$ cat src/rtl/uart_irq_pkg.sv
package uart_irq_pkg;

    localparam int OVS_DEF       = 16;
    localparam int DATA_BITS_DEF = 8;
    localparam int IDLE_BITS_DEF = 10;

    typedef enum logic [2:0] {
        RX_OFF,
        RX_HUNT,
        RX_IDLE,
        RX_START,
        RX_DATA,
        RX_STOP
    } rx_state_e;

    // bit 2: line-quiet mode, bit 1: tx enable, bit 0: rx enable
    typedef struct packed {
        logic idle_wait;
        logic tx_en;
        logic rx_en;
    } mode_t;

    // bit 1: tx interrupt enable, bit 0: rx interrupt enable
    typedef struct packed {
        logic tx_ie;
        logic rx_ie;
    } ie_t;

    function automatic int cnt_w(input int n);
        return (n < 2) ? 1 : $clog2(n);
    endfunction

endpackage

$ cat src/rtl/uart_irq_regs.sv
module uart_irq_regs
    import uart_irq_pkg::*;
(
    input  logic       clk,
    input  logic       por,
    input  logic       sw_rst,
    input  logic       wr_mode,
    input  logic [2:0] mode_wdata,
    input  logic       wr_ie,
    input  logic [1:0] ie_wdata,
    input  logic       rx_done,
    input  logic       rd_rx,
    input  logic       tx_wr,
    input  logic       tx_load,
    output mode_t      mode,
    output ie_t        ie,
    output logic       rx_flag,
    output logic       tx_flag
);

    // Enables survive the software reset; only power-up clears them.
    always_ff @(posedge clk) begin
        if (por)          mode <= '0;
        else if (wr_mode) mode <= mode_t'(mode_wdata);
    end

    always_ff @(posedge clk) begin
        if (por || sw_rst) begin
            ie      <= '0;
            rx_flag <= 1'b0;
            tx_flag <= 1'b1;
        end else begin
            if (wr_ie) ie <= ie_t'(ie_wdata);
            if (rx_done)    rx_flag <= 1'b1;
            else if (rd_rx) rx_flag <= 1'b0;
            if (tx_wr)        tx_flag <= 1'b0;
            else if (tx_load) tx_flag <= 1'b1;
        end
    end

endmodule

$ cat src/rtl/uart_irq_rx.sv
module uart_irq_rx
    import uart_irq_pkg::*;
#(
    parameter int OVS       = OVS_DEF,
    parameter int DATA_BITS = DATA_BITS_DEF,
    parameter int IDLE_BITS = IDLE_BITS_DEF
) (
    input  logic                 clk,
    input  logic                 rst,
    input  logic                 tick,
    input  logic                 en,
    input  logic                 idle_wait,
    input  logic                 rxd,
    output logic                 done,
    output logic                 active,
    output logic [DATA_BITS-1:0] data
);

    localparam int HALF   = OVS / 2;
    localparam int HUNT_N = IDLE_BITS * OVS;
    localparam int TW     = cnt_w(OVS);
    localparam int BW     = cnt_w(DATA_BITS);
    localparam int HW     = cnt_w(HUNT_N);

    rx_state_e              state;
    logic [TW-1:0]          tcnt;
    logic [BW-1:0]          bcnt;
    logic [HW-1:0]          hunt;
    logic [DATA_BITS-1:0]   shreg;
    logic [1:0]             sync;
    logic                   rx_s;

    assign rx_s   = sync[1];
    assign active = (state == RX_START) || (state == RX_DATA) || (state == RX_STOP);
    assign done   = (state == RX_STOP) && tick && (tcnt == TW'(OVS - 1));

    always_ff @(posedge clk) begin
        if (rst) sync <= 2'b11;
        else     sync <= {sync[0], rxd};
    end

    always_ff @(posedge clk) begin
        if (rst) begin
            state <= RX_OFF;
            tcnt  <= '0;
            bcnt  <= '0;
            hunt  <= '0;
            shreg <= '0;
            data  <= '0;
        end else begin
            case (state)
                RX_OFF: begin
                    hunt <= '0;
                    if (en) state <= idle_wait ? RX_HUNT : RX_IDLE;
                end
                RX_HUNT: begin
                    if (!en) state <= RX_OFF;
                    else if (tick) begin
                        if (!rx_s)                    hunt  <= '0;
                        else if (hunt == HW'(HUNT_N - 1)) state <= RX_IDLE;
                        else                          hunt  <= hunt + 1'b1;
                    end
                end
                RX_IDLE: begin
                    if (!en) state <= RX_OFF;
                    else if (tick && !rx_s) begin
                        state <= RX_START;
                        tcnt  <= '0;
                    end
                end
                RX_START: if (tick) begin
                    if (tcnt == TW'(HALF - 1)) begin
                        tcnt <= '0;
                        bcnt <= '0;
                        if (!rx_s) state <= RX_DATA;
                        else       state <= en ? RX_IDLE : RX_OFF;
                    end else tcnt <= tcnt + 1'b1;
                end
                RX_DATA: if (tick) begin
                    if (tcnt == TW'(OVS - 1)) begin
                        tcnt  <= '0;
                        shreg <= {rx_s, shreg[DATA_BITS-1:1]};
                        if (bcnt == BW'(DATA_BITS - 1)) state <= RX_STOP;
                        else                            bcnt  <= bcnt + 1'b1;
                    end else tcnt <= tcnt + 1'b1;
                end
                RX_STOP: if (tick) begin
                    if (tcnt == TW'(OVS - 1)) begin
                        tcnt  <= '0;
                        data  <= shreg;
                        state <= en ? RX_IDLE : RX_OFF;
                    end else tcnt <= tcnt + 1'b1;
                end
                default: state <= RX_OFF;
            endcase
        end
    end

endmodule

$ cat src/rtl/uart_irq_tx.sv
module uart_irq_tx
    import uart_irq_pkg::*;
#(
    parameter int OVS       = OVS_DEF,
    parameter int DATA_BITS = DATA_BITS_DEF
) (
    input  logic                 clk,
    input  logic                 rst,
    input  logic                 tick,
    input  logic                 en,
    input  logic                 wr,
    input  logic [DATA_BITS-1:0] wdata,
    output logic                 load,
    output logic                 txd
);

    localparam int FRAME = DATA_BITS + 2;
    localparam int TW    = cnt_w(OVS);
    localparam int BW    = cnt_w(FRAME);

    logic [DATA_BITS-1:0] buf_q;
    logic                 buf_full;
    logic                 busy;
    logic [FRAME-1:0]     sh;
    logic [TW-1:0]        tcnt;
    logic [BW-1:0]        bcnt;

    assign load = buf_full && en && !busy;
    assign txd  = sh[0];

    always_ff @(posedge clk) begin
        if (rst) begin
            buf_q    <= '0;
            buf_full <= 1'b0;
        end else if (wr) begin
            buf_q    <= wdata;
            buf_full <= 1'b1;
        end else if (load) begin
            buf_full <= 1'b0;
        end
    end

    always_ff @(posedge clk) begin
        if (rst) begin
            busy <= 1'b0;
            sh   <= '1;
            tcnt <= '0;
            bcnt <= '0;
        end else if (load) begin
            busy <= 1'b1;
            sh   <= {1'b1, buf_q, 1'b0};
            tcnt <= '0;
            bcnt <= '0;
        end else if (busy && tick) begin
            if (tcnt == TW'(OVS - 1)) begin
                tcnt <= '0;
                sh   <= {1'b1, sh[FRAME-1:1]};
                if (bcnt == BW'(FRAME - 1)) busy <= 1'b0;
                else                        bcnt <= bcnt + 1'b1;
            end else tcnt <= tcnt + 1'b1;
        end
    end

endmodule

$ cat src/rtl/uart_irq_pair.sv
module uart_irq_pair
    import uart_irq_pkg::*;
#(
    parameter int OVS       = OVS_DEF,
    parameter int DATA_BITS = DATA_BITS_DEF,
    parameter int IDLE_BITS = IDLE_BITS_DEF
) (
    input  logic                 clk,
    input  logic                 por,
    input  logic                 sw_rst,
    input  logic                 baud_tick,
    input  logic                 wr_mode,
    input  logic [2:0]           mode_wdata,
    input  logic                 wr_ie,
    input  logic [1:0]           ie_wdata,
    input  logic                 wr_txdata,
    input  logic [DATA_BITS-1:0] tx_wdata,
    input  logic                 rd_rxdata,
    output logic [DATA_BITS-1:0] rx_data,
    input  logic                 rxd,
    output logic                 txd,
    output logic [2:0]           mode_q,
    output logic [1:0]           ie_q,
    output logic                 rx_flag,
    output logic                 tx_flag,
    output logic                 rx_irq,
    output logic                 tx_irq,
    output logic                 rx_active
);

    mode_t mode;
    ie_t   ie;
    logic  any_rst;
    logic  rx_done;
    logic  tx_load;

    assign any_rst = por || sw_rst;
    assign mode_q  = mode;
    assign ie_q    = ie;
    assign rx_irq  = rx_flag && ie.rx_ie;
    assign tx_irq  = tx_flag && ie.tx_ie;

    uart_irq_regs u_regs (
        .clk        (clk),
        .por        (por),
        .sw_rst     (sw_rst),
        .wr_mode    (wr_mode),
        .mode_wdata (mode_wdata),
        .wr_ie      (wr_ie),
        .ie_wdata   (ie_wdata),
        .rx_done    (rx_done),
        .rd_rx      (rd_rxdata),
        .tx_wr      (wr_txdata),
        .tx_load    (tx_load),
        .mode       (mode),
        .ie         (ie),
        .rx_flag    (rx_flag),
        .tx_flag    (tx_flag)
    );

    uart_irq_rx #(.OVS(OVS), .DATA_BITS(DATA_BITS), .IDLE_BITS(IDLE_BITS)) u_rx (
        .clk       (clk),
        .rst       (any_rst),
        .tick      (baud_tick),
        .en        (mode.rx_en),
        .idle_wait (mode.idle_wait),
        .rxd       (rxd),
        .done      (rx_done),
        .active    (rx_active),
        .data      (rx_data)
    );

    uart_irq_tx #(.OVS(OVS), .DATA_BITS(DATA_BITS)) u_tx (
        .clk   (clk),
        .rst   (any_rst),
        .tick  (baud_tick),
        .en    (mode.tx_en),
        .wr    (wr_txdata),
        .wdata (tx_wdata),
        .load  (tx_load),
        .txd   (txd)
    );

endmodule

$ cat config.mk
export PLATFORM = sky130hd
export DESIGN_NAME = uart_irq_pair
export DESIGN_NICKNAME = d
export VERILOG_FILES = /design/src/rtl/uart_irq_pkg.sv /design/src/rtl/uart_irq_regs.sv /design/src/rtl/uart_irq_rx.sv /design/src/rtl/uart_irq_tx.sv /design/src/rtl/uart_irq_pair.sv
export SDC_FILE = /design/constraint.sdc
export NUM_CORES = 1
export LEC_CHECK = 0
export ABC_AREA = 1
export BUFFER_PORTS_ARGS = -buffer_cell sky130_fd_sc_hd__clkbuf_2
export CAP_MARGIN = 20
export CORE_MARGIN = 4
export CORE_UTILIZATION = 45
export DETAILED_ROUTE_END_ITERATION = 10
export HOLD_SLACK_MARGIN = 0.15
export PLACE_DENSITY_LB_ADDON = 0.25
export SKIP_CTS_REPAIR_TIMING = 1
export SLEW_MARGIN = 10
export SYNTH_ARGS = -nofsm -noshare
export SYNTH_HDL_FRONTEND = slang
export SYNTH_SLANG_ARGS = --single-unit
$ cat constraint.sdc
create_clock -name clk -period 1.8 [get_ports clk]
set_input_delay 0.18 -clock clk [delete_from_list [all_inputs] [get_ports clk]]
set_output_delay 0.18 -clock clk [all_outputs]
set_load 0.05 [all_outputs]
---- After elaboration in Yosys (flattened, before gate mapping) ----
Index checks and enable logic that the tools add are counted.
storage, ports and cells
  register bits ........................... 70
  latch bits .............................. 0
  memory bits (writable) .................. 0
  ROM bits ................................ 0
  input bits .............................. 22
  output and inout bits ................... 19
  logic and storage cells ................. 139
  memories ................................ 0
cells by class
  add/subtract/negate cells ............... 5
  $mul .................................... 0
  divide/modulo/power cells ............... 0
  order comparisons ....................... 0
  eq/ne operators ......................... 30
  shift operators ......................... 0
  muxes and demuxes ....................... 50
  bitwise operators ....................... 1
  reduce and logical (&&, ||, !) cells .... 33
operators with widths
  cell                 number
  $mux 3               20
  $mux 8               4
  $mux 4               7
  $mux 9               3
  $ne 2x2->1 const B   12
  $pmux 3 s6           1
  $pmux 8 s2           1
  $reduce_bool 2->1    7
  $add 4x1->4 const B  3
  $eq 4x4->1 const B   3
  $pmux 4 s3           1
  $reduce_and 12->1    1
  $reduce_and 3->1     4
  $mux 1               10
  $eq 3x3->1 const B   3
  $ne 3x2->1 const B   3
  $add 8x1->8 const B  1
  $eq 8x8->1 const B   1
  $logic_and 1x1->1    8
  $eq 3x2->1 const B   2
  $ne 3x3->1 const B   2
  $pmux 3 s2           1
  $reduce_and 6->1     1
  $reduce_and 5->1     1
  other kinds (13)     19

---- Depth between registers and ports, before layout ----
Gate-level depths: netlist of the first run.
  word-level depth ........................ 6
  gate-level depth with buffers ........... 12
  depth with buffers taken out ............ 11

---- Modules after synthesis ----
From an unflattened synthesis of the first run, not the netlist that was laid out.
unflattened totals
  cell total of the unflattened synthesis .. 480
  area, all modules ....................... 3333.2 um2
by module, submodules not included
  module         times used  cells each  area each (um2)  seq. area each (um2)
  uart_irq_rx    1           277         1828.0           720.7
  uart_irq_tx    1           162         1206.2           540.5
  uart_irq_regs  1           34          272.8            140.1
  uart_irq_pair  1           7           26.3             0.0

---- Least setup slack after synthesis of the first run ----
No wires, ideal clock.
  path type ............................... register to output
  start point ............................. register u_rx.state[2]
  end point ............................... output port rx_active
  data arrival time ....................... 1451 ps
  data required time ...................... 1620 ps
  path slack .............................. 169 ps
  cell stages (with the launch flop) ...... 5
  path through ............................ dfxtp_1 -> buf_6 -> inv_2 -> buf_6 -> o211ai_1
on the way
  longest elaborated chain between the ends .. 3
  elaborated cells between the ends (all ways) .. 5
  classes of those cells .................. eq/ne: 3; reduce/logical: 2
RTL lines
  item                                      line                 text
  from (decl)                               uart_irq_rx.sv:25    rx_state_e state;
  from (signal assigned)                    uart_irq_rx.sv:54    if (en) state <= idle_wait ? RX_HUNT : RX_IDLE;
  from (signal assigned)                    uart_irq_rx.sv:76    else state <= en ? RX_IDLE : RX_OFF;
  from (signal assigned)                    uart_irq_rx.sv:91    state <= en ? RX_IDLE : RX_OFF;
  $eq 3x2->1 or $eq 3x3->1 (tied branches)  uart_irq_rx.sv:34    assign active = (state == RX_START) || (state == RX_DATA) || (state == RX_STOP);
  $logic_or 1x1->1                          uart_irq_rx.sv:34
  $logic_or 1x1->1 *                        uart_irq_rx.sv:34
  to (decl)                                 uart_irq_pair.sv:28  output logic rx_active
Every way passes the cells marked *; elsewhere a longest branch is shown, timed or not.

---- Worst setup path after layout of the first run ----
  start point ............................. register u_rx.state[1]
  end point ............................... output port rx_active
The elaborated chain is that of the path after synthesis.

==> results of run 1 <==
[worst min path at each step]
stage | startpoint | endpoint
5_1_grt | tx_wdata[1] | u_tx.buf_q[1]$_SDFFE_PP0P_
3_3_place_gp | rxd | u_rx.sync[0]$_SDFF_PP1_
4_1_cts | rxd | u_rx.sync[0]$_SDFF_PP1_
6_report | tx_wdata[5] | u_tx.buf_q[5]$_SDFFE_PP0P_
3_5_place_dp | rxd | u_rx.sync[0]$_SDFF_PP1_
2_1_floorplan | por | u_regs.mode[0]$_SDFFE_PP0P_
[final cells by class]
type | instances | area [sq um] | share of cell area, %
Multi-Input combinational cell | 347 | 1690 | 41.8
Tap cell | 99 | 124 | 3.06
Inverter | 53 | 200 | 4.95
Clock inverter | 7 | 48.8 | 1.21
Sequential cell | 70 | 1400 | 34.7
Timing Repair Buffer | 68 | 455 | 11.3
Clock buffer | 9 | 124 | 3.06
[cell families after synthesis]
group,count (synthesis)
compound gates,80
simple gates,254
xor+xnor,3
fa+ha+maj,10
buf+inv,68
flops,70
[through the flow]
| stage | cell area (sq um) | hold slack (ns) | std cells |
|---|---|---|---|
| floorplan | 3380 | 0.258 | 485 |
| global placement | 3700 | 0.379 | 620 |
| detailed placement | 3700 | 0.379 | 620 |
| CTS | 3870 | 0.0191 | 636 |
| global route | 4050 | 0.156 | 653 |
| finish | 4050 | 0.121 | 653 |
[state kept, by name, summed over array words and instances (netlist names), 4 cells and up]
name        count
u_tx.tcnt       4
u_tx.bcnt       4
u_tx.sh         9
u_rx.shreg      8
u_rx.hunt       8
u_tx.buf_q      8
u_rx.data       8
u_rx.tcnt       4
[critical path: stages, from the launching register on]
cell and delay (ns):
sky130_fd_sc_hd__dfxtp_1 0.37, sky130_fd_sc_hd__buf_4 0.18, sky130_fd_sc_hd__nor2_4 0.15, sky130_fd_sc_hd__nand2_2 0.13, sky130_fd_sc_hd__o211ai_1 0.13, sky130_fd_sc_hd__buf_4 0.24
[metal layers]
metal / track usage, % / vias to the layer above / routed length [microns]
li1: - / 1691 / -
met1: 20.8 / 1456 / 3500
met2: 29.5 / 52 / 3590
met3: 3.27 / 19 / 266
met4: 7.69 / 0 / 189
met5: 0 / - / 0
[layout by cell type, fill, tap and decap left out, types with 9 or more instances in the layout]
cell / netlist / final
sky130_fd_sc_hd__nand2_2: 9 / 9
sky130_fd_sc_hd__ha_1: 10 / 10
sky130_fd_sc_hd__inv_1: 45 / 45
sky130_fd_sc_hd__o21ai_0: 36 / 36
sky130_fd_sc_hd__dfxtp_1: 70 / 69
sky130_fd_sc_hd__a21oi_1: 24 / 24
sky130_fd_sc_hd__buf_4: 3 / 12
sky130_fd_sc_hd__dlygate4sd3_1: 0 / 17
sky130_fd_sc_hd__clkbuf_2: 0 / 39
sky130_fd_sc_hd__nand3_1: 40 / 40
sky130_fd_sc_hd__clkbuf_8: 0 / 9
sky130_fd_sc_hd__nand2_1: 102 / 102
sky130_fd_sc_hd__nor2_1: 80 / 79
[power groups by stage]
stage | Clock [mW] | Combinational [mW] | Sequential (mW)
after floorplan | 0 | 0.487 | 1.68
after global placement | 0 | 0.623 | 1.68
after detailed placement | 0 | 0.631 | 1.68
after CTS | 1.16 | 0.634 | 1.64
after global routing | 1.22 | 0.759 | 1.65
final | 1.14 | 0.669 | 1.64
==> impl.org, run 1 <==
** Detailed routing
- Across all layers, the routed design uses 3218 vias.
- Dividing the detail-routed wire length by the instance count gives ~12 microns.
- Dividing the detail-routed via count by the number of cells gives slightly below 5.
- The detailed router finished its first iteration with roughly 130 violations.
- In the routed design, unresolved DRC markers number 0.
- The first detailed-routing pass ran for 6 iterations.
- Once detail routing completed, the nets flagged for antenna violations numbered 0.
- For this block, the routed nets add up to 7540 microns of wire.

** Timing
- Pin slew with the least headroom to its limit :: between 0.3 and 0.4 ns
- The final number of hold-violating endpoints is 0.
- The max-slew violation total from the final report was 0.
- The worst path uses 95.3% of the clock period.
- Counting I/O delays and the setup requirement, the final critical path takes 1.72 ns.
- Slew Limit Headroom :: approximately three quarters
- Unrepaired setup endpoints after global routing :: false
- Setup total negative slack on the finished layout was measured at 0 ns.
- Once routing completed, OpenROAD measured the worst setup slack at 0.0843 ns.
- Final setup violation count :: 0
- Maximum frequency from static timing analysis :: slightly below 600 MHz
- Clock skew after layout :: about 0.0096 ns

** Floorplan
- Starting utilization of the core area :: 46.3%
- In this run the count of I/O pins placed on the die edge is just over 40.
- Number of placement rows :: 31
- Die boundary height :: 94.7 microns
- The core region is 7290 sq um.
- The die is between 90 and 100 microns wide.
- Area enclosed by the die boundary :: 8960 sq um

** Finish
- Number of nets in the layout :: 581
- Relative area change from synthesis to final layout :: 19.8%
- Ratio of cells with drive above 1 in the final layout :: between 10% and 20%
- For this run, the share of the core covered by cells in the final layout is a little under three fifths.
- The filler cells instantiated in the layout total 746.
- The repair_antennas step left the layout with diodes totalling 0.

** Power
- Summed over all nets, the switching power comes to between 1 and 1.5 mW.
- Cell-internal power :: 2.34 mW
- Worst vdd ir :: roughly 0.00039 V
- After layout, the design draws a total of between 3 and 4 mW.
- In this run, the clock network consumes 32.9% of the power.
- Power spread over the standard cell area amounts to about 850 nW/um^2.
- Combinational logic is responsible for roughly a fifth of the overall power.
- Reported leakage power :: 1.78 nW
- Registers are responsible for between 40 and 50% of the overall power.
- Net switching is 32.2% of the power.

** Critical path
- The critical path ends at rx_active.
- Data required, critical path :: about 1.6 ns
- Cell depth of the worst flop-to-flop path :: 6
- Nature of the critical path endpoint :: primary output
- The worst register-to-register path begins at u_rx.tcnt[0]$_SDFFE_PP0P_.
- The critical path starts at u_rx.state[1]$_SDFFE_PP0P_.
- Worst R2R Setup Slack :: roughly 0.15 ns
- STA classifies the critical path startpoint as a flip-flop.
- The worst register-to-register path ends at u_rx.data[6]$_SDFFE_PP0P_.
- For the worst setup path, the data arrival time is between 1.5 and 2 ns.
- CP Class :: reg -> out
- In this run the worst path has a maximum fanout of 6.

** Synth
- The synthesized design spends more area on one cell type than any other, namely sky130_fd_sc_hd__dfxtp_1.
- In the synthesized netlist, mux cells make up 0% of the area.
- Adder-cell share of the synthesized area :: between 3 and 4%
- Synthesized-area fraction occupied by ao, oa, aoi and oai cells :: 12.8%
- Main combinational cell family by area after synthesis :: simple AND/OR/NAND/NOR gates
- Syn. warnings :: 0
- After synthesis, the netlist uses 37 different library cells.
- Netlist area before placement :: roughly 3400 sq um
- In the post-synthesis netlist, the biggest area contributors are sky130_fd_sc_hd__dfxtp_1 41%, sky130_fd_sc_hd__nand2_1 11%, sky130_fd_sc_hd__nor2_1 8.9%.
- Number of enable-type register cells in the synthesized netlist :: 0
- Async set or reset register ratio after synthesis :: 0%
- Simple-gate share of the synthesized area :: 32.6%
- The most used flip-flop cell after synthesis is sky130_fd_sc_hd__dfxtp_1.
- Synth Register Bits :: 70
- After synthesis, the largest area contributor takes up roughly 41% of total cell area.
- Syn_area_per_cell :: ~7 sq um
- Summing the areas of all xor and xnor instances in the mapped netlist gives 0.777% of the synthesized area.
- Number of instances in the synthesized netlist :: ~490
- The number of nets handed over by synthesis was roughly 520.
- Among all cell types in the netlist, the one instantiated most often is sky130_fd_sc_hd__nand2_1.
- Of the synthesized area, sequential elements account for between 40% and 50%.
- Top cells by instance count after synthesis :: 102 x sky130_fd_sc_hd__nand2_1, 80 x sky130_fd_sc_hd__nor2_1, 70 x sky130_fd_sc_hd__dfxtp_1, 45 x sky130_fd_sc_hd__inv_1, 40 x sky130_fd_sc_hd__nand3_1

** CTS
- CTS sink cnt :: 70
- Number of H-tree levels :: 3
- Root Buffer :: sky130_fd_sc_hd__clkbuf_8
- Register clock-pin slew on the reported worst setup and hold paths :: 0.08 ns
- TritonCTS built the clock tree.
- Clock tree synthesis inserted a total of 9 buffers.
- Counting along the longest clock path gives a buffer depth of 2.
- Worst-skew pair later-pin latency :: ~0.35 ns

** Hold path
- Kind of path behind the tightest hold check :: in -> reg
- The worst hold path was traced through 3 stages.

** Global route
- The first global-routing pass estimated ~12000 microns of wire.
- Largest net degree at the start of global routing :: 22
- Via count of the first global-routing pass :: 2876
- The number of antenna violations at the first check in global routing is 0.
- Overflow left after global routing :: 0
- Global routing used ~17% of the available tracks across all layers.

** Run status
- Run status :: finished, final reports clean

** Placed design
- Post-detailed-placement half-perimeter wirelength :: between 5000 and 6000 microns
- Prior to clock tree synthesis, the placed netlist has a worst setup slack of between 0.1 and 0.15 ns.
- Final estimated routing congestion in global placement :: about 0.9
- Port bufs :: 40

** Run
- Maxcap violations :: 0
(Power assumes the default switching activity.)
==> run 2: changes to the inputs <==
--- a/config.mk
+++ b/config.mk
@@ -9,7 +9,8 @@
 export BUFFER_PORTS_ARGS = -buffer_cell sky130_fd_sc_hd__clkbuf_2
 export CAP_MARGIN = 20
 export CORE_MARGIN = 4
-export CORE_UTILIZATION = 45
+export CORE_UTILIZATION = 58
+export CTS_CLUSTER_DIAMETER = 50
 export DETAILED_ROUTE_END_ITERATION = 10
 export HOLD_SLACK_MARGIN = 0.15
 export PLACE_DENSITY_LB_ADDON = 0.25
==> impl.org, run 2 (same netlist as run 1, synthesis figures left out) <==
** Timing
- Pin slew with the least headroom to its limit :: 0.500 ns (+0.102 ns)
- Max Transition Viols Final :: 0 (unchanged)
- Final hold vios :: 0 (unchanged)
- The top achievable clock speed came to 585 MHz (+0.44%).
- Slew Limit Headroom :: 66.6% (-6.8 points)
- The smallest setup slack after layout was 0.0917 ns (+0.00744 ns).
- Unrepaired setup endpoints after global routing :: false
- The final count of negative-setup-slack endpoints came to 0 (unchanged).
- Fin crit period :: 1.71 ns (-0.00744 ns)
- Clock skew after layout :: 0.00697 ns (-0.00260 ns)
- The period utilization is 94.9% (-0.41 points).

** Critical path
- Nature of the critical path startpoint :: flip-flop
- On the critical path the largest part of the delay comes from flip-flops.
- The endpoint arrival time on the critical path was 1.53 ns (about the same).
- The required time reported for the critical path endpoint was 1.62 ns (about the same).
- The combined buffer and inverter count along the critical path is 1 (-1).
- Traced cell by cell, the critical path runs through nand3_1 > o211ai_1 > clkbuf_4.
- The worst setup path is of the reg -> out kind.
- The highest net fanout along the worst path is 8 (+2).
- The worst setup path is captured at a primary output.
- Cell at the slowest stage of the critical path :: sky130_fd_sc_hd__dfxtp_1
- The largest stage delay on the critical path came to 0.56 ns (+0.19 ns).

** Detailed routing
- Routed len/inst :: 12.4 microns (+7.5%)
- Final routed DRC violation total :: 0 (unchanged)
- Iteration-0 DRC count of the detailed router :: 172 (+37%)
- Post-detailed-route via-to-cell ratio :: 5.15 (+4.5%)
- Wire length after detailed routing :: 7670 microns (+1.8%)
- Length of the first detailed-routing pass in iterations :: 4 (-2)
- The residual antenna-violating net count after detailed routing was 0 (unchanged).
- Via count of the routed design :: 3184 (-1.1%)

** Floorplan
- Die boundary height :: 84.3 microns (-11%)
- Standard cell core area :: 5570 sq um (-24%)
- Area enclosed by the die boundary :: 7110 sq um (-21%)
- Starting utilization of the core area :: 60.6% (+14 points)
- Number of placement rows :: 27 (-13%)
- The I/O pin count is 41 (unchanged).
- Width of the die :: 84.3 microns (-11%)

** Finish
- Antenna diode count :: 0 (unchanged)
- The fraction of the core area covered by cells at the end of the flow came to 71.8% (+16 points).
- Ratio of cells with drive above 1 in the final layout :: 17.4% (-1.0 points)
- The area growth from synthesis to layout is 18.5%.
- The number of non-filler instances in the completed layout was 618 (-5.4%).
- Most frequent standard cell in the layout excluding fill and tap cells :: sky130_fd_sc_hd__nand2_1
- The number of flip-flops in the largest register came to 9 (unchanged).
- The final layout net count was 575 (-1.0%).
- Final instance area :: 4000 sq um (-1.1%)
- Most used cells in the layout excluding fill and tap cells :: 102 x sky130_fd_sc_hd__nand2_1, 79 x sky130_fd_sc_hd__nor2_1, 69 x sky130_fd_sc_hd__dfxtp_1, 45 x sky130_fd_sc_hd__inv_1, 40 x sky130_fd_sc_hd__nand3_1
- Register with the most flip-flops :: u_tx.sh

** Global route
- The maximum number of pins on one net before global-route repair is 39 (+77%).
- The global-route congestion overflow total is 0 (unchanged).
- Met3 GRT Util :: 5.79% (+2.5 points)
- Global routing usage on met2 :: 37.2% (+7.7 points)
- The number of antenna violations at the first check in global routing came to 0 (unchanged).
- Via count of the first global-routing pass :: 2992 (+4.0%)
- Overall global routing resource usage :: 21.0% (+3.8 points)
- Global-route met1 utilization :: 24.1% (+3.3 points)
- Global routing's busiest layer :: met2
- Global-route wire length before repair :: 12500 microns (+1.2%)

** Placed design
- The area after detailed placement is 3620 sq um (-1.9%).
- Post-detailed-placement half-perimeter wirelength :: 5200 microns (-6.6%)
- The post-placement setup slack was 0.146 ns (+0.0217 ns).
- Port bufs :: 40 (unchanged)
- Final estimated routing congestion in global placement :: 0.936 (+4.6%)
- The number of placed instances with taps included is 588 (-5.2%).

** Hold path
- Kind of path behind the tightest hold check :: in -> reg

** Power
- Power per standard cell area :: 916 nW/um^2 (+7.5%)
- Worst vdd ir :: 0.000610 V (+57%)
- The leakage power summed over all cells is 1.77 nW (-0.75%).

** Run
- Maxcap violations :: 0 (unchanged)

** CTS
- Worst-skew pair later-pin latency :: 0.34 ns (about the same)
- In this run the clock root is driven by a sky130_fd_sc_hd__clkbuf_8.
- Register clock-pin slew on the reported worst setup and hold paths :: 0.07 ns (about the same)
- The count of H-tree levels built during CTS was 3 (unchanged).
- Total clock buffers created by CTS :: 9 (unchanged)
- Max Root-Sink Buffers :: 2 (unchanged)
- TritonCTS built the clock tree.
- CTS sink cnt :: 70 (unchanged)

** Run status
- The flow ran to the end, and the final reports show no timing, DRC or antenna violations.
## run 2: power by group
part | switching [mW] | internal (mW) | total [mW]
combinational | 0.427 | 0.227 | 0.655
clock | 0.562 | 0.800 | 1.36
sequential | 0.0563 | 1.60 | 1.65
## run 2: per-layer routing
layer / part of all wire, % / vias up
li1: - / 1663
met1: 42 / 1444
met2: 51 / 54
met3: 3.4 / 23
met4: 2.9 / 0
met5: 0 / -
## run 2: worst reg2reg max path, stage by stage (launching register included)
cell and delay, ns:
sky130_fd_sc_hd__dfxtp_1 0.56, sky130_fd_sc_hd__inv_1 0.10, sky130_fd_sc_hd__nor2_2 0.22, sky130_fd_sc_hd__nand2_4 0.13, sky130_fd_sc_hd__nor2_1 0.14, sky130_fd_sc_hd__nand2_1 0.06
sky130_fd_sc_hd__o21ai_1 0.10, sky130_fd_sc_hd__nor2_2 0.09, sky130_fd_sc_hd__nor2_1 0.11, sky130_fd_sc_hd__nor2_1 0.06
## run 2: path summary, 6_finish.rpt
path                              startpoint                          to  slack (ns)  depth (start not counted)
hold / removal                   tx_wdata[3]  u_tx.buf_q[3]$_SDFFE_PP0P_        0.11                          3
hold reg to reg      u_rx.sync[0]$_SDFF_PP1_     u_rx.sync[1]$_SDFF_PP1_        0.41                          1
setup / recovery  u_rx.state[0]$_SDFFE_PP0P_                   rx_active        0.09                          3
setup reg to reg  u_rx.state[0]$_SDFFE_PP0P_  u_rx.state[0]$_SDFFE_PP0P_        0.12                          9
## run 2: cell type report
class,count,area (sq um)
Sequential cell,70,1400
Fill cell,461,1570
Timing Repair Buffer,62,408
Tap cell,72,90.1
Inverter,53,200
Multi-Input combinational cell,347,1690
Clock inverter,4,72.6
Clock buffer,10,138
## run 2: metrics by stage
step / TNS, ns / power (mW) / hold slack, ns
6_report: 0 / 3.67 / 0.113
5_1_grt: 0 / 3.85 / 0.155
4_1_cts: -0.0226 / 3.65 / 0.0286
3_5_place_dp: 0 / 2.30 / 0.381
3_3_place_gp: 0 / 2.28 / 0.375
2_1_floorplan: 0 / 2.16 / 0.258
==> run 3: changes to the inputs <==
--- a/config.mk
+++ b/config.mk
@@ -14,7 +14,6 @@
 export DETAILED_ROUTE_END_ITERATION = 10
 export HOLD_SLACK_MARGIN = 0.15
 export PLACE_DENSITY_LB_ADDON = 0.25
-export SKIP_CTS_REPAIR_TIMING = 1
 export SLEW_MARGIN = 10
 export SYNTH_ARGS = -nofsm -noshare
 export SYNTH_HDL_FRONTEND = slang
==> constraint.sdc (replaced) <==
create_clock -name clk -period 1.6 [get_ports clk]
set_input_delay 0.16 -clock clk [delete_from_list [all_inputs] [get_ports clk]]
set_output_delay 0.16 -clock clk [all_outputs]
set_load 0.05 [all_outputs]
==> impl.org, run 3 (same netlist as run 1, synthesis figures left out) <==
** CTS
- The number of buffers inserted during clock tree synthesis is 9 (unchanged).
- Register clock-pin slew on the reported worst setup and hold paths :: 0.08 ns (about the same)
- CTS placed an instance of sky130_fd_sc_hd__clkbuf_8 at the clock tree root.
- The largest buffer count on any clock path came to 2 (unchanged).
- The count of H-tree levels built during CTS came to 3 (unchanged).
- TritonCTS clock tree :: built
- CTS sink cnt :: 70 (unchanged)
- Total setup buffers inserted after CTS :: 0
- Worst-skew pair later-pin latency :: 0.35 ns (about the same)

** Placed design
- The post-detailed-placement half-perimeter wirelength was 5410 microns (+4.0%).
- The area after detailed placement came to 3680 sq um (+1.7%).
- Pre-CTS setup slack :: 0.0175 ns (-0.128 ns)
- The number of I/O port buffers came to 40 (unchanged).
- Final estimated routing congestion in global placement :: 0.916 (-2.2%)
- Placed cell count :: 596 (+1.4%)

** Power
- Reported leakage power :: 1.84 nW (+4.1%)
- The share of total power in sequential cells came to 44.2% (-0.8 points).
- The cell-internal power is 2.97 mW (+13%).
- The switching power share of the total was 29.5% (+0.97 points).
- Worst vdd ir :: 0.00103 V (+69%)
- The part of the power in the clock network came to 36.1% (-1.0 points).
- The combinational power share was 19.7% (+1.8 points).
- Total design power :: 4.21 mW (+15%)
- Power per standard cell area :: 997 nW/um^2 (+8.9%)
- The net load switching power is 1.24 mW (+19%).

** Detailed routing
- Length of the first detailed-routing pass in iterations :: 5 (+1)
- The via density per instance was 5.18 (+0.45%).
- Routed met3 length :: 295 microns (+14%)
- The wire length reported by the detailed router was 8010 microns (+4.3%).
- The detailed route wirelength on metal2 came to 4010 microns (+1.7%).
- Final routed DRC violation total :: 0 (unchanged)
- The residual antenna-violating net count after detailed routing came to 0 (unchanged).
- After detailed routing, no signal wire sits above met4.
- The met1 wire length is 3600 microns (+11%).
- Iteration-0 DRC count of the detailed router :: 246 (+43%)
- Via count of the routed design :: 3281 (+3.0%)
- The per-cell routed wire length came to 12.6 microns (+1.7%).

** Critical path
- The endpoint arrival time on the critical path was 1.39 ns (-0.14 ns).
- Cell-by-cell listing of the critical path :: buf_6 > nand2_2 > o211ai_1 > buf_4
- The register-to-register path setup slack was 0.05 ns (-0.07 ns).
- STA classifies the critical path endpoint as a primary output.
- The critical path ends at rx_active.
- In this run the critical register-to-register path is launched from u_rx.hunt[1]$_SDFFE_PP0P_.
- CP Class :: reg -> out
- The highest net fanout along the worst path was 8 (unchanged).
- Capturing point of the worst reg2reg path :: u_rx.hunt[5]$_SDFFE_PP0P_
- The most critical setup path has its startpoint at u_rx.state[2]$_SDFFE_PP0P_.
- Worst stage delay on the critical path :: 0.41 ns (-0.15 ns)
- Among all stages on the critical path, the largest delay is contributed by sky130_fd_sc_hd__dfxtp_2.
- STA classifies the critical path startpoint as a flip-flop.
- Data required, critical path :: 1.44 ns (-0.18 ns)
- The logic depth of the worst register-to-register path was 9 (unchanged).

** Timing
- Slew Limit Headroom :: 72.1% (+5.5 points)
- The total negative slack for setup checks came to 0 ns (unchanged).
- The pin slew with the least headroom to its limit is 0.417 ns (-0.0829 ns).
- Max Transition Viols Final :: 0 (unchanged)
- Final cycle utilization of the critical path :: a little over nine tenths
- Final setup violation count :: 0 (unchanged)
- Clock skew after layout :: 0.00947 ns (+0.00250 ns)
- The worst path needs approximately 1.5 ns of the cycle, external delays included.
- The tightest hold margin is 0.184 ns (+0.0709 ns).
- Derived from the worst setup path, the maximum achievable clock frequency is 647 MHz.
- The smallest setup slack after layout was 0.0549 ns (-0.0368 ns).
- Final hold vios :: 0 (unchanged)

** Hold path
- Kind of path behind the tightest hold check :: in -> reg

** Finish
- Final instance area :: 4220 sq um (+5.3%)
- The fraction of the core area covered by cells at the end of the flow is 75.6% (+3.8 points).
- Most used cells in the layout excluding fill and tap cells :: 100 x sky130_fd_sc_hd__nand2_1, 77 x sky130_fd_sc_hd__nor2_1, 64 x sky130_fd_sc_hd__dfxtp_1, 45 x sky130_fd_sc_hd__inv_1, 39 x sky130_fd_sc_hd__clkbuf_2
- The number of non-filler instances in the completed layout was 634 (+2.6%).
- The final antenna diode count came to 0 (unchanged).
- Number of flip-flops in the largest register :: 9 (unchanged)
- More flip-flops sit in one register than any other, and that register is u_tx.sh.
- The library cell used most frequently in the layout, excluding fill and tap cells, is sky130_fd_sc_hd__nand2_1.
- Ratio of cells with drive above 1 in the final layout :: 21.4% (+4.0 points)
- Relative area change from synthesis to final layout :: 24.8%
- The final layout net count is 589 (+2.4%).

** Floorplan
- The total die area is 7110 sq um (unchanged).
- The number of rows in the core area is 27 (unchanged).
- I/O pin count :: 41 (unchanged)
- The area of the core came to 5570 sq um (unchanged).
- Die boundary height :: 84.3 microns (unchanged)
- The width of the chip was 84.3 microns (unchanged).
- The starting utilization of the core area came to 60.6% (unchanged).

** Run status
- Run status :: finished, final reports clean

** Run
- Maxcap violations :: 0 (unchanged)

** Global route
- Overall global routing resource usage :: 22.7% (+1.7 points)
- The number of antenna violations at the first check in global routing came to 0 (unchanged).
- The number of global-route vias before repair was 2944 (-1.6%).
- The first-pass GRT wire length was 13200 microns (+5.9%).
- The maximum number of pins on one net before global-route repair is 37 (-5.1%).
- Overflow left after global routing :: 0 (unchanged)
-- run 3: power groups by stage --
stage | Combinational (mW) | Clock, mW | Sequential (mW)
after global placement | 0.713 | 0 | 1.88
after CTS | 0.776 | 1.53 | 1.85
after detailed placement | 0.722 | 0 | 1.89
after floorplan | 0.548 | 0 | 1.88
after global routing | 0.925 | 1.62 | 1.86
final | 0.828 | 1.52 | 1.86
-- run 3: cell type report --
type                    count  area, sq um
clock buffers              12          165
clock inverters             4         53.8
fillers                   441         1360
inverters                  53          208
multi-input cells         347         1760
flip-flops and latches     70         1410
well taps                  72         90.1
repair buffers             76          532
-- run 3: how the worst min path moves through the flow --
stage	to	cells past startpoint	slack [ns]	from
6_report	u_regs.mode[1]$_SDFFE_PP0P_	3	0.18	wr_mode
5_1_grt	u_regs.mode[0]$_SDFFE_PP0P_	4	0.20	wr_mode
4_1_cts	u_regs.mode[1]$_SDFFE_PP0P_	3	0.15	wr_mode
3_5_place_dp	u_rx.sync[0]$_SDFF_PP1_	2	0.36	rxd
3_3_place_gp	u_rx.sync[0]$_SDFF_PP1_	2	0.36	rxd
2_1_floorplan	u_regs.mode[0]$_SDFFE_PP0P_	1	0.24	por
-- run 3: metal layers --
metal  global-route usage [%]  vias up
met3                     3.53        7
met4                     8.35        0
met1                     28.5     1498
li1                         -     1712
met5                        0        -
met2                     39.4       64
-- run 3: critical path, delay by kind of cell, from the launching register on --
family	cells	cell delay (ns)
AOI/OAI and AO/OA	1	0.12
DFF	1	0.41
buffers and inverters	2	0.39
and+or+nand+nor	1	0.11
-- run 3: what timing repair did --
item | 4_1_cts | 5_1_grt
pin swaps | 0 | 4
hold buffers | 22 | 0
endpoints found under the setup margin | 3 | 31
hold endpoints to repair | 16 | 0
resized for setup | 7 | 22
